`src/rtl/brc_pkg.sv`:
```
package brc_pkg;
  typedef enum logic [2:0] {
    PH_IDLE  = 3'd0,
    PH_INIT  = 3'd1,
    PH_ARMED = 3'd2,
    PH_BURST = 3'd3,
    PH_POST  = 3'd4
  } phase_t;
endpackage

```
`src/rtl/brc_rise_det.sv`:
```
module brc_rise_det (
  input  logic clk,
  input  logic rst,
  input  logic din,
  output logic rise
);
  logic din_q;

  always_ff @(posedge clk) begin
    if (rst) din_q <= 1'b0;
    else     din_q <= din;
  end

  // A rise is a 1 on this edge after a 0 was seen on the previous one.
  assign rise = din & ~din_q;
endmodule

```
`src/rtl/brc_len_dec.sv`:
```
module brc_len_dec #(
  parameter int EXP_W   = 4,
  parameter int EXP_MAX = 10,
  parameter int EXTRA   = 3,
  parameter int CW      = 14
) (
  input  logic [EXP_W-1:0] exp_in,
  output logic [CW-1:0]    burst_m1,
  output logic [CW-1:0]    lock_m1
);
  logic [EXP_W-1:0] n_eff;

  always_comb begin
    if (exp_in > EXP_W'(EXP_MAX)) n_eff = EXP_W'(EXP_MAX);
    else                          n_eff = exp_in;
    burst_m1 = (CW'(1) << n_eff) - CW'(1);
    lock_m1  = (CW'(1) << (n_eff + EXP_W'(EXTRA))) - CW'(1);
  end
endmodule

```
`src/rtl/brc_down_cnt.sv`:
```
module brc_down_cnt #(
  parameter int CW = 14
) (
  input  logic          clk,
  input  logic          rst,
  input  logic          load,
  input  logic [CW-1:0] load_val,
  output logic          zero
);
  logic [CW-1:0] cnt;

  always_ff @(posedge clk) begin
    if (rst)              cnt <= '0;
    else if (load)        cnt <= load_val;
    else if (cnt != '0)   cnt <= cnt - CW'(1);
  end

  assign zero = (cnt == '0);
endmodule

```
`src/rtl/burst_res_ctrl.sv`:
```
module burst_res_ctrl #(
  parameter int EXP_W     = 4,
  parameter int EXP_MAX   = 10,
  parameter int LOCK_XTRA = 3,
  parameter int INIT_LOG2 = 13
) (
  input  logic             clk,
  input  logic             rst,
  input  logic             burst_en,
  input  logic             trig_in,
  input  logic [EXP_W-1:0] burst_exp,
  output logic             hires_sel,
  output logic             arm_rdy,
  output logic             hires_flag
);
  import brc_pkg::*;

  localparam int MAX_LOG2 = (INIT_LOG2 > EXP_MAX + LOCK_XTRA) ? INIT_LOG2 : EXP_MAX + LOCK_XTRA;
  localparam int CW       = MAX_LOG2 + 1;
  localparam logic [CW-1:0] INIT_M1 = (CW'(1) << INIT_LOG2) - CW'(1);

  phase_t        ph, ph_nxt;
  logic          trig_rise;
  logic          cnt_zero;
  logic          cnt_load;
  logic [CW-1:0] cnt_val;
  logic [CW-1:0] burst_m1, lock_m1;

  brc_rise_det u_rise (
    .clk  (clk),
    .rst  (rst),
    .din  (trig_in),
    .rise (trig_rise)
  );

  brc_len_dec #(
    .EXP_W   (EXP_W),
    .EXP_MAX (EXP_MAX),
    .EXTRA   (LOCK_XTRA),
    .CW      (CW)
  ) u_len (
    .exp_in   (burst_exp),
    .burst_m1 (burst_m1),
    .lock_m1  (lock_m1)
  );

  brc_down_cnt #(.CW(CW)) u_cnt (
    .clk      (clk),
    .rst      (rst),
    .load     (cnt_load),
    .load_val (cnt_val),
    .zero     (cnt_zero)
  );

  always_comb begin
    ph_nxt   = ph;
    cnt_load = 1'b0;
    cnt_val  = '0;
    if (!burst_en) begin
      ph_nxt = PH_IDLE;
    end else begin
      unique case (ph)
        PH_IDLE: begin
          ph_nxt   = PH_INIT;
          cnt_load = 1'b1;
          cnt_val  = INIT_M1;
        end
        PH_INIT:  if (cnt_zero) ph_nxt = PH_ARMED;
        PH_ARMED: if (trig_rise) begin
          ph_nxt   = PH_BURST;
          cnt_load = 1'b1;
          cnt_val  = burst_m1;
        end
        PH_BURST: if (cnt_zero) begin
          ph_nxt   = PH_POST;
          cnt_load = 1'b1;
          cnt_val  = lock_m1;
        end
        PH_POST:  if (cnt_zero) ph_nxt = PH_ARMED;
        default:  ph_nxt = PH_IDLE;
      endcase
    end
  end

  always_ff @(posedge clk) begin
    if (rst) begin
      ph         <= PH_IDLE;
      arm_rdy    <= 1'b0;
      hires_flag <= 1'b0;
      hires_sel  <= 1'b0;
    end else begin
      ph         <= ph_nxt;
      arm_rdy    <= (ph_nxt == PH_ARMED);
      hires_flag <= (ph_nxt == PH_BURST);
      hires_sel  <= (ph_nxt == PH_BURST);
    end
  end


  excl_flags_chk: assert property (@(posedge clk) disable iff (rst)
    !(arm_rdy && hires_flag));


  sel_match_chk: assert property (@(posedge clk) disable iff (rst)
    hires_sel == hires_flag);


  disable_idle_chk: assert property (@(posedge clk) disable iff (rst)
    !burst_en |=> (!arm_rdy && !hires_flag && !hires_sel));


  burst_from_armed_chk: assert property (@(posedge clk) disable iff (rst)
    $rose(hires_flag) |-> $past(arm_rdy));


  lock_no_burst_chk: assert property (@(posedge clk) disable iff (rst)
    (ph == PH_INIT || ph == PH_POST) |=> !hires_flag);


  accept_chk: assert property (@(posedge clk) disable iff (rst)
    (burst_en && arm_rdy && trig_rise) |=> (hires_flag && !arm_rdy));
endmodule

```
`config.mk`:
```
export PLATFORM = sky130hd
export DESIGN_NAME = burst_res_ctrl
export DESIGN_NICKNAME = d
export VERILOG_FILES = /design/src/rtl/brc_pkg.sv /design/src/rtl/brc_rise_det.sv /design/src/rtl/brc_len_dec.sv /design/src/rtl/brc_down_cnt.sv /design/src/rtl/burst_res_ctrl.sv
export SDC_FILE = /design/constraint.sdc
export NUM_CORES = 1
export LEC_CHECK = 0
export CORE_UTILIZATION = 50
export DETAILED_ROUTE_END_ITERATION = 7
export PLACE_DENSITY = 0.83
export SLEW_MARGIN = 5
export SYNTH_ARGS = -nofsm -noshare
export SYNTH_HDL_FRONTEND = slang
export SYNTH_SLANG_ARGS = --single-unit
```
`constraint.sdc`:
```
create_clock -name clk -period 2.83 [get_ports clk]
set_input_delay 0.849 -clock clk [delete_from_list [all_inputs] [get_ports clk]]
set_output_delay 0.849 -clock clk [all_outputs]
set_load 0.02 [all_outputs]
```
==> out/metrics.yaml, run 1 <==
grt:
  overflow: 0
  gr-usage-all-layers: 0.249
  antenna_found_initial: 0
  grt_pass1_vias: 1443
  grt_pass1_wl_mm: 6.35
  grt_max_degree: 18
synthesis:
  syn_area_mm2: 0.00148
  async_flop_share: 0
  synthDistinctLibCells: 52
  avgSynthCellArea_um2: 7.65
  ys.flop_type: "dfxtp_1"
  yosysTopAreaCellShare: 0.270
  synthCells: 194
  synth_largest_area_cell: "dfxtp_1"
  synth-seq-cells: 20
  synth_common_cells: "a21oi_1 (20), dfxtp_1 (20), nor2_1 (16)"
  synth_edf_count: 0
  ys_warn_count: 0
  synth-seq-area-share: 0.270
  synthTopCellsByArea: "dfxtp_1 (27%), a21oi_1 (6.7%), a211oi_1 (5.1%), xor2_1 (4.1%), nor2_1 (4.0%)"
timing:
  setup_viol: 0
  fin_crit_sh: 0.969
  hold_violations: 0
  fin_tns_setup_ns: 0
  finClkSkew_ns: 0.00805
  min_period_ns: 2.74
  fmax_mhz: 365
  worstMarginPinSlew_ns: 0.555
  slew_headroom: 0.630
  drv_slew: 0
  rsz0062_at_grt: "false"
worst_setup_path:
  startpoint_type: "input port"
  critPathRequiredTime_ns: 3.06
  cp-endpoint: "u_cnt.cnt[10]$_SDFFE_PP0P_"
  path_max_fanout: 2
  r2r_setup_slack_ns: 0.27
  timing.rr.start: "u_cnt.cnt[0]$_SDFFE_PP0P_"
  cp-startpoint: "burst_exp[1]"
  endpoint_kind: "flip-flop"
  cp_data_arrival_time_ns: 2.98
  crit_type: "input port to flip-flop"
  reg2regPathDepth: 7
  r2r-end: "arm_rdy$_SDFF_PP0_"
clock_network:
  post_cts_buffers: 0
  cts_buffer_depth: 2
  cts_tree: "done"
  ctsHoldBuffers: 0
  clkTransAtPathRegs_ns: 0.11
  cts_buffers: 3
  root_buffer: "clkbuf_4"
  ctsResizeCount: 0
  clock_sinks: 20
  htreeDepth: 1
  clk-insertion-delay-late_ns: 0.30
layout:
  final_util: 0.615
  multi_input_area_um2: 1000
  n_antenna_cell: 0
  drive_above_1_share: 0.148
  fin_nets: 221
  nFillCells: 254
  area_delta_synth_final_pct: 15.3
  ff_latch_area_um2: 400
  fin_area_mm2: 0.00171
pwr:
  fin_total_pwr_uw: 693
  powerDensity_mw_per_mm2: 405
  peakVddDrop_mv: 0.334
  p_leak_nw: 0.655
drt:
  postRouteAntennaNets: 0
  wl_per_cell_um: 15.8
  first_pass_iters: 6
  detail_route.wirelength_mm: 3.79
  dr.first_iter.drc_count: 113
  drc: 0
  via_per_inst: 6.52
  vias: 1565
placement:
  gp_congestion: 0.947
  dp_hpwl_mm: 2.73
  placed_area_mm2: 0.00167
  port_buffers: 10
min_path:
  hold_class: "flip-flop to flip-flop"
floorplan:
  start_util: 0.534
  die_h_um: 56.5
  coreArea_mm2: 0.00278
  ios: 11
  placementRows: 19
  dieArea_mm2: 0.00319
  fp.dieW_um: 56.5
outcome:
  status: "completed"
flow_run:
  max_cap_viol_count: 0
## cell families after synthesis
group,synth area share
AOI/OAI and AO/OA,0.250
xor gates and xnor gates,0.0531
adders and majority gates,0.0253
buffers and inverters,0.0615
DFF,0.270
muxes,0.0270
other,0.00253
and+or+nand+nor,0.310
## through the flow
step	std cells	setup WS, ns	hold WS [ns]
floorplan	195	0.0647	0.494
finish	240	0.0866	0.573
CTS	240	0.118	0.563
global route	240	0.0168	0.608
detailed placement	236	-0.202	0.548
global placement	236	-0.136	0.532
## placed cells by master, fill, tap and decap left out, types with 3 or more instances in the layout
cell type / instances
inv_1: 6
a211oi_1: 10
xor2_1: 7
nor4_1: 5
or3_1: 3
clkdlybuf4s50_1: 10
o21ai_0: 7
dfxtp_1: 20
mux2i_1: 4
buf_4: 15
nor2b_1: 3
clkbuf_4: 3
ha_1: 3
a21oi_1: 19
or2_2: 4
nand2b_1: 3
nor3b_1: 3
nand2_1: 13
nor2_1: 16
nor3_1: 11
## critical path, cell delays in order
cell and delay [ns]:
clkdlybuf4s50_1 0.41, or2_2 0.31, or3_1 0.35, ha_1 0.22, or3b_2 0.49, a21oi_2 0.14, a211oi_1 0.06, nor3_1 0.16
## sequential cells by signal, summed over array words and instances (netlist names)
register / count
arm_rdy: 1
hires_flag: 1
ph: 3
u_cnt.cnt: 14
u_rise.din_q: 1
## layer usage
metal | up-vias | wire length (um) | track usage | part of all wire
met5 | - | 0 | 0 | 0
met4 | 0 | 44 | 0.0627 | 0.012
met3 | 6 | 264 | 0.0461 | 0.070
met2 | 76 | 1850 | 0.403 | 0.49
met1 | 734 | 1630 | 0.339 | 0.43
li1 | 749 | - | - | -
## report_power, final
part,internal [mW],leakage (nW),switching (mW)
logic,0.0879,0.468,0.100
clock network,0.0785,0.0210,0.0911
registers,0.305,0.166,0.0298
## how the worst min path moves through the flow
stage / from / to / slack, ns / cells after the start
2_1_floorplan: ph[2]$_SDFF_PP0_ / ph[2]$_SDFF_PP0_ / 0.49 / 2
3_3_place_gp: ph[2]$_SDFF_PP0_ / ph[2]$_SDFF_PP0_ / 0.53 / 2
3_5_place_dp: ph[2]$_SDFF_PP0_ / ph[2]$_SDFF_PP0_ / 0.55 / 2
4_1_cts: ph[2]$_SDFF_PP0_ / ph[2]$_SDFF_PP0_ / 0.56 / 2
5_1_grt: ph[2]$_SDFF_PP0_ / ph[2]$_SDFF_PP0_ / 0.61 / 2
6_report: ph[2]$_SDFF_PP0_ / ph[2]$_SDFF_PP0_ / 0.57 / 2
## layout make-up
| cell class | instances | share of cell area |
|---|---|---|
| clock buffers | 4 | 0.0212 |
| inverters | 6 | 0.0132 |
| well taps | 31 | 0.0227 |
| multi-input cells | 154 | 0.584 |
| flip-flops and latches | 20 | 0.234 |
| repair buffers | 25 | 0.124 |
No activity file was read; power rests on OpenSTA's default activity.
==> inputs of run 2 (changes only) <==
PLACE_DENSITY = 0.81   (was 0.83)
SETUP_SLACK_MARGIN = 0.02   (was default)
clock period = 3.05 ns   (was 2.83 ns; I/O delays follow)
==> out/metrics.yaml, run 2 (synthesized netlist as in run 1, its figures left out) <==
placement:
  dp_cells: 235  # -0.42%
  placed_area_mm2: 0.00166  # -0.45%
  pre_cts_ws_ns: -0.0890  # +0.114 ns
  port_buffers: 10  # unchanged
  gp_congestion: 0.866  # -8.5%
  dp_hpwl_mm: 2.78  # +1.7%
timing:
  fmax_mhz: 356
  fin_crit_sh: 0.921
  finClkSkew_ns: 0.00752  # -0.000521 ns
  hold_violations: 0  # unchanged
  hold_ws_ns: 0.585  # +0.0123 ns
  min_period_ns: 2.81
  worstMarginPinSlew_ns: 0.799  # +0.244 ns
  setup_viol: 0  # unchanged
  rsz0062_at_grt: "false"
  fin_ws_ns: 0.242  # +0.155 ns
  slew_headroom: 0.465  # -0.165
  drv_slew: 0  # unchanged
  fin_tns_setup_ns: 0  # unchanged
drt:
  dr.first_iter.drc_count: 108  # -4.4%
  vias: 1497  # -4.3%
  first_pass_iters: 4  # -2
  wl_per_cell_um: 15.3  # -3.2%
  postRouteAntennaNets: 0  # unchanged
  detail_route.wirelength_mm: 3.66  # -3.6%
  via_per_inst: 6.26  # -3.9%
  drc: 0  # unchanged
worst_setup_path:
  cp-startpoint: "burst_exp[1]"
  path_max_fanout: 2  # unchanged
  startpoint_type: "input port"
  cp_data_arrival_time_ns: 3.05  # +0.07 ns
  crit_type: "input port to flip-flop"
  timing.rr.start: "u_cnt.cnt[0]$_SDFFE_PP0P_"
  critPathRequiredTime_ns: 3.29  # +0.23 ns
  endpoint_kind: "flip-flop"
clock_network:
  clkTransAtPathRegs_ns: 0.12  # about the same
  clock_sinks: 20  # unchanged
  post_cts_buffers: 0  # unchanged
  root_buffer: "clkbuf_4"
  cts_buffers: 3  # unchanged
  cts_tree: "done"
  ctsResizeCount: 0  # unchanged
  htreeDepth: 1  # unchanged
  clk-insertion-delay-late_ns: 0.31  # about the same
  ctsHoldBuffers: 0  # unchanged
  cts_buffer_depth: 2  # unchanged
outcome:
  status: "completed"
grt:
  grt_pass1_wl_mm: 5.95  # -6.4%
  met2_usage: 0.368  # -0.0353
  antenna_found_initial: 0  # unchanged
  gr-usage-all-layers: 0.238  # -0.0107
  overflow: 0  # unchanged
  gr-usage-met1: 0.337  # -0.00141
  grt_pass1_vias: 1332  # -7.7%
  top_usage_layer: "met2"
  grt_max_degree: 18  # unchanged
  grt_use_met3: 0.0369  # -0.00922
min_path:
  hold_class: "flip-flop to flip-flop"
  min_from: "ph[2]$_SDFF_PP0_"
layout:
  area_delta_synth_final_pct: 14.5
  nFillCells: 243  # -4.3%
  top_regs: "u_cnt.cnt: 14 flops, ph: 3 flops"
  most-common-layout-cells: "a21oi_1 (20), dfxtp_1 (20), nor2_1 (16)"
  n_antenna_cell: 0  # unchanged
  drive_above_1_share: 0.139  # -0.00890
  top_register: "u_cnt.cnt"
  fin_area_mm2: 0.00170  # -0.66%
  largest_register_ffs: 14  # unchanged
  stdcell_count: 239  # -0.42%
  final_util: 0.611  # -0.00405
  fin_nets: 220  # -0.45%
floorplan:
  coreArea_mm2: 0.00278  # unchanged
  fp.dieW_um: 56.5  # unchanged
  ios: 11  # unchanged
  dieArea_mm2: 0.00319  # unchanged
  start_util: 0.534  # unchanged
  placementRows: 19  # unchanged
  die_h_um: 56.5  # unchanged
flow_run:
  max_cap_viol_count: 0  # unchanged
pwr:
  peakVddDrop_mv: 0.422  # +26%
  p_leak_nw: 0.651  # -0.67%
  powerDensity_mw_per_mm2: 377  # -7.0%
  fin_total_pwr_uw: 640  # -7.6%
-- run 2: cell types whose count changed in the layout (fill, tap and decap cells not counted), sizes merged --
| cell | previous run | this run |
|---|---|---|
| buf | 15 | 14 |
-- run 2: worst max-delay path: stages --
cell and delay, ns:
clkdlybuf4s50_1 0.41, or2_2 0.30, or3_1 0.34, ha_1 0.20
or3b_2 0.46, a21oi_1 0.15, a211oi_1 0.07, nor3_1 0.20
-- run 2: final timing paths --
path                                      to  slack (ns)  depth (start not counted)
setup reg to reg          arm_rdy$_SDFF_PP0_        0.50                          7
setup / recovery  u_cnt.cnt[10]$_SDFFE_PP0P_        0.24                          8
hold reg to reg             ph[2]$_SDFF_PP0_        0.59                          2
hold / removal              ph[2]$_SDFF_PP0_        0.59                          2
-- run 2: final cells by class --
class / count / area [um^2] / area share
multi-input combinational: 154 / 996 / 0.586
sequential: 20 / 400 / 0.236
timing repair buffer: 24 / 205 / 0.121
tap: 31 / 38.8 / 0.0228
clock buffer: 4 / 36.3 / 0.0214
inverter: 6 / 22.5 / 0.0133
-- run 2: report_power, final --
| group | switching (mW) | internal (mW) | leakage, nW | total [mW] |
|---|---|---|---|---|
| combinational | 0.0921 | 0.0791 | 0.464 | 0.171 |
| clock | 0.0839 | 0.0729 | 0.0210 | 0.157 |
| sequential | 0.0285 | 0.283 | 0.166 | 0.312 |
| total | 0.204 | 0.435 | 0.651 | 0.640 |
-- run 2: metal layers --
layer,share of wire,routed length [um],up-vias
li1,-,-,753
met1,0.47,1710,691
met2,0.47,1730,49
met3,0.048,176,4
met4,0.0098,36,0
met5,0,0,-
==> inputs of run 3 (changes only) <==
CORE_ASPECT_RATIO = 0.9   (was default)
==> out/metrics.yaml, run 3 (synthesized netlist as in run 1, its figures left out) <==
layout:
  stdcell_count: 249  # +4.2%
  top_register: "u_cnt.cnt"
  final_util: 0.615  # +0.00426
  fin_nets: 221  # +0.45%
  area_delta_synth_final_pct: 15.8
  nFillCells: 247  # +1.6%
  n_antenna_cell: 0  # unchanged
  top_regs: "u_cnt.cnt: 14 flops, ph: 3 flops"
  drive_above_1_share: 0.144  # +0.00412
  most-common-layout-cells: "a21oi_1 (20), dfxtp_1 (20), nor2_1 (16)"
  largest_register_ffs: 14  # unchanged
worst_setup_path:
  path_cells: "clkdlybuf4s50_1, or2_2, or3_1, ha_1, or3b_2, a21oi_1, a211oi_1, nor3_1"
  crit_type: "input port to flip-flop"
  cp_data_arrival_time_ns: 3.03  # -0.02 ns
  path_buf_inv: 1  # unchanged
  path_max_fanout: 2  # unchanged
  endpoint_kind: "flip-flop"
  slowest_stage: "or3b_2"
  cpPeakStageDelay_ns: 0.47  # about the same
  critPathRequiredTime_ns: 3.29  # about the same
  critPathTopFamily: "simple AND/OR/NAND/NOR gates"
  r2r_setup_slack_ns: 0.41  # -0.09 ns
  startpoint_type: "input port"
outcome:
  status: "completed"
placement:
  gp_congestion: 0.921  # +6.3%
  dp_hpwl_mm: 2.84  # +2.3%
  dp_cells: 245  # +4.3%
  port_buffers: 10  # unchanged
clock_network:
  clk-insertion-delay-late_ns: 0.31  # about the same
  ctsResizeCount: 0  # unchanged
  ctsHoldBuffers: 0  # unchanged
  root_buffer: "clkbuf_4"
  clock_sinks: 20  # unchanged
  htreeDepth: 1  # unchanged
  post_cts_buffers: 0  # unchanged
  clkTransAtPathRegs_ns: 0.11  # about the same
  cts_buffers: 3  # unchanged
  cts_buffer_depth: 2  # unchanged
  cts_tree: "done"
grt:
  overflow: 0  # unchanged
  grt_max_degree: 18  # unchanged
  grt_pass1_wl_mm: 5.98  # +0.59%
  antenna_found_initial: 0  # unchanged
  grt_pass1_vias: 1335  # +0.23%
  gr-usage-all-layers: 0.253  # +0.0148
timing:
  min_period_ns: 2.79  # -0.0134 ns
  fin_crit_sh: 0.916  # -0.00440
  finClkSkew_ns: 0.00972  # +0.00219 ns
  drv_slew: 0  # unchanged
  hold_violations: 0  # unchanged
  fmax_mhz: 358  # +0.48%
  slew_headroom: 0.644  # +0.179
  fin_tns_setup_ns: 0  # unchanged
  worstMarginPinSlew_ns: 0.527  # -0.272 ns
  rsz0062_at_grt: "false"
  setup_viol: 0  # unchanged
floorplan:
  placementRows: 18  # -1
  ios: 11  # unchanged
  fp.dieW_um: 59.4  # +5.2%
  start_util: 0.531  # -0.00215
  coreArea_mm2: 0.00279  # +0.40%
  dieArea_mm2: 0.00319  # about the same
  die_h_um: 53.7  # -4.9%
drt:
  wl_per_cell_um: 15.0  # -2.0%
  first_pass_iters: 4  # unchanged
  dr.first_iter.drc_count: 151  # +40%
  via_per_inst: 6.12  # -2.3%
  detail_route.wirelength_mm: 3.73  # +2.1%
  drc: 0  # unchanged
  vias: 1523  # +1.7%
  postRouteAntennaNets: 0  # unchanged
pwr:
  powerDensity_mw_per_mm2: 376  # -0.29%
  peakVddDrop_mv: 0.223  # -47%
  p_leak_nw: 0.655  # +0.69%
  fin_total_pwr_uw: 645  # +0.81%
min_path:
  hold_class: "flip-flop to flip-flop"
flow_run:
  max_cap_viol_count: 0  # unchanged
-- run 3: cell count changes in the layout (fill, tap and decap cells not counted) --
cell	previous run	this run
buf_4	14	15
-- run 3: path summary, 6_finish.rpt --
| path | start | endpoint | depth (start not counted) |
|---|---|---|---|
| max | burst_exp[1] | u_cnt.cnt[10]$_SDFFE_PP0P_ | 8 |
| min | ph[2]$_SDFF_PP0_ | ph[2]$_SDFF_PP0_ | 2 |
| max reg2reg | u_cnt.cnt[0]$_SDFFE_PP0P_ | arm_rdy$_SDFF_PP0_ | 7 |
| min reg2reg | ph[2]$_SDFF_PP0_ | ph[2]$_SDFF_PP0_ | 2 |
-- run 3: cell type report --
class / count / area [um^2] / share of cell area
Timing Repair Buffer: 25 / 213 / 0.124
Inverter: 6 / 22.5 / 0.0131
Multi-Input combinational cell: 154 / 996 / 0.580
Sequential cell: 20 / 400 / 0.233
Clock buffer: 4 / 36.3 / 0.0211
Tap cell: 40 / 50.0 / 0.0291
-- run 3: power breakdown --
group | switching, mW | leakage (nW) | internal (mW)
sequential | 0.0283 | 0.166 | 0.283
combinational | 0.0922 | 0.468 | 0.0815
clock | 0.0867 | 0.0210 | 0.0729
total | 0.207 | 0.655 | 0.438
-- run 3: routing by layer --
metal  share of wire  GRT usage  vias to the layer above
met2            0.47      0.397                       58
li1                -          -                      750
met3           0.051     0.0529                        4
met1            0.47      0.344                      711
met5               0          0                        -
met4          0.0064     0.0833                        0
-- run 3: metrics by stage --
stage	hold WS (ns)	instance area [um^2]	worst slack (ns)
after floorplan	0.494	1490	0.219
after global placement	0.527	1680	0.0221
after detailed placement	0.544	1680	-0.0460
after CTS	0.561	1720	0.272
after global routing	0.594	1720	0.122
final	0.561	1720	0.255
-- run 3: tightest hold or removal path: stages (launching register included) --
cell and delay [ns]:
dfxtp_1 0.39, nand2_1 0.08, a21oi_1 0.05
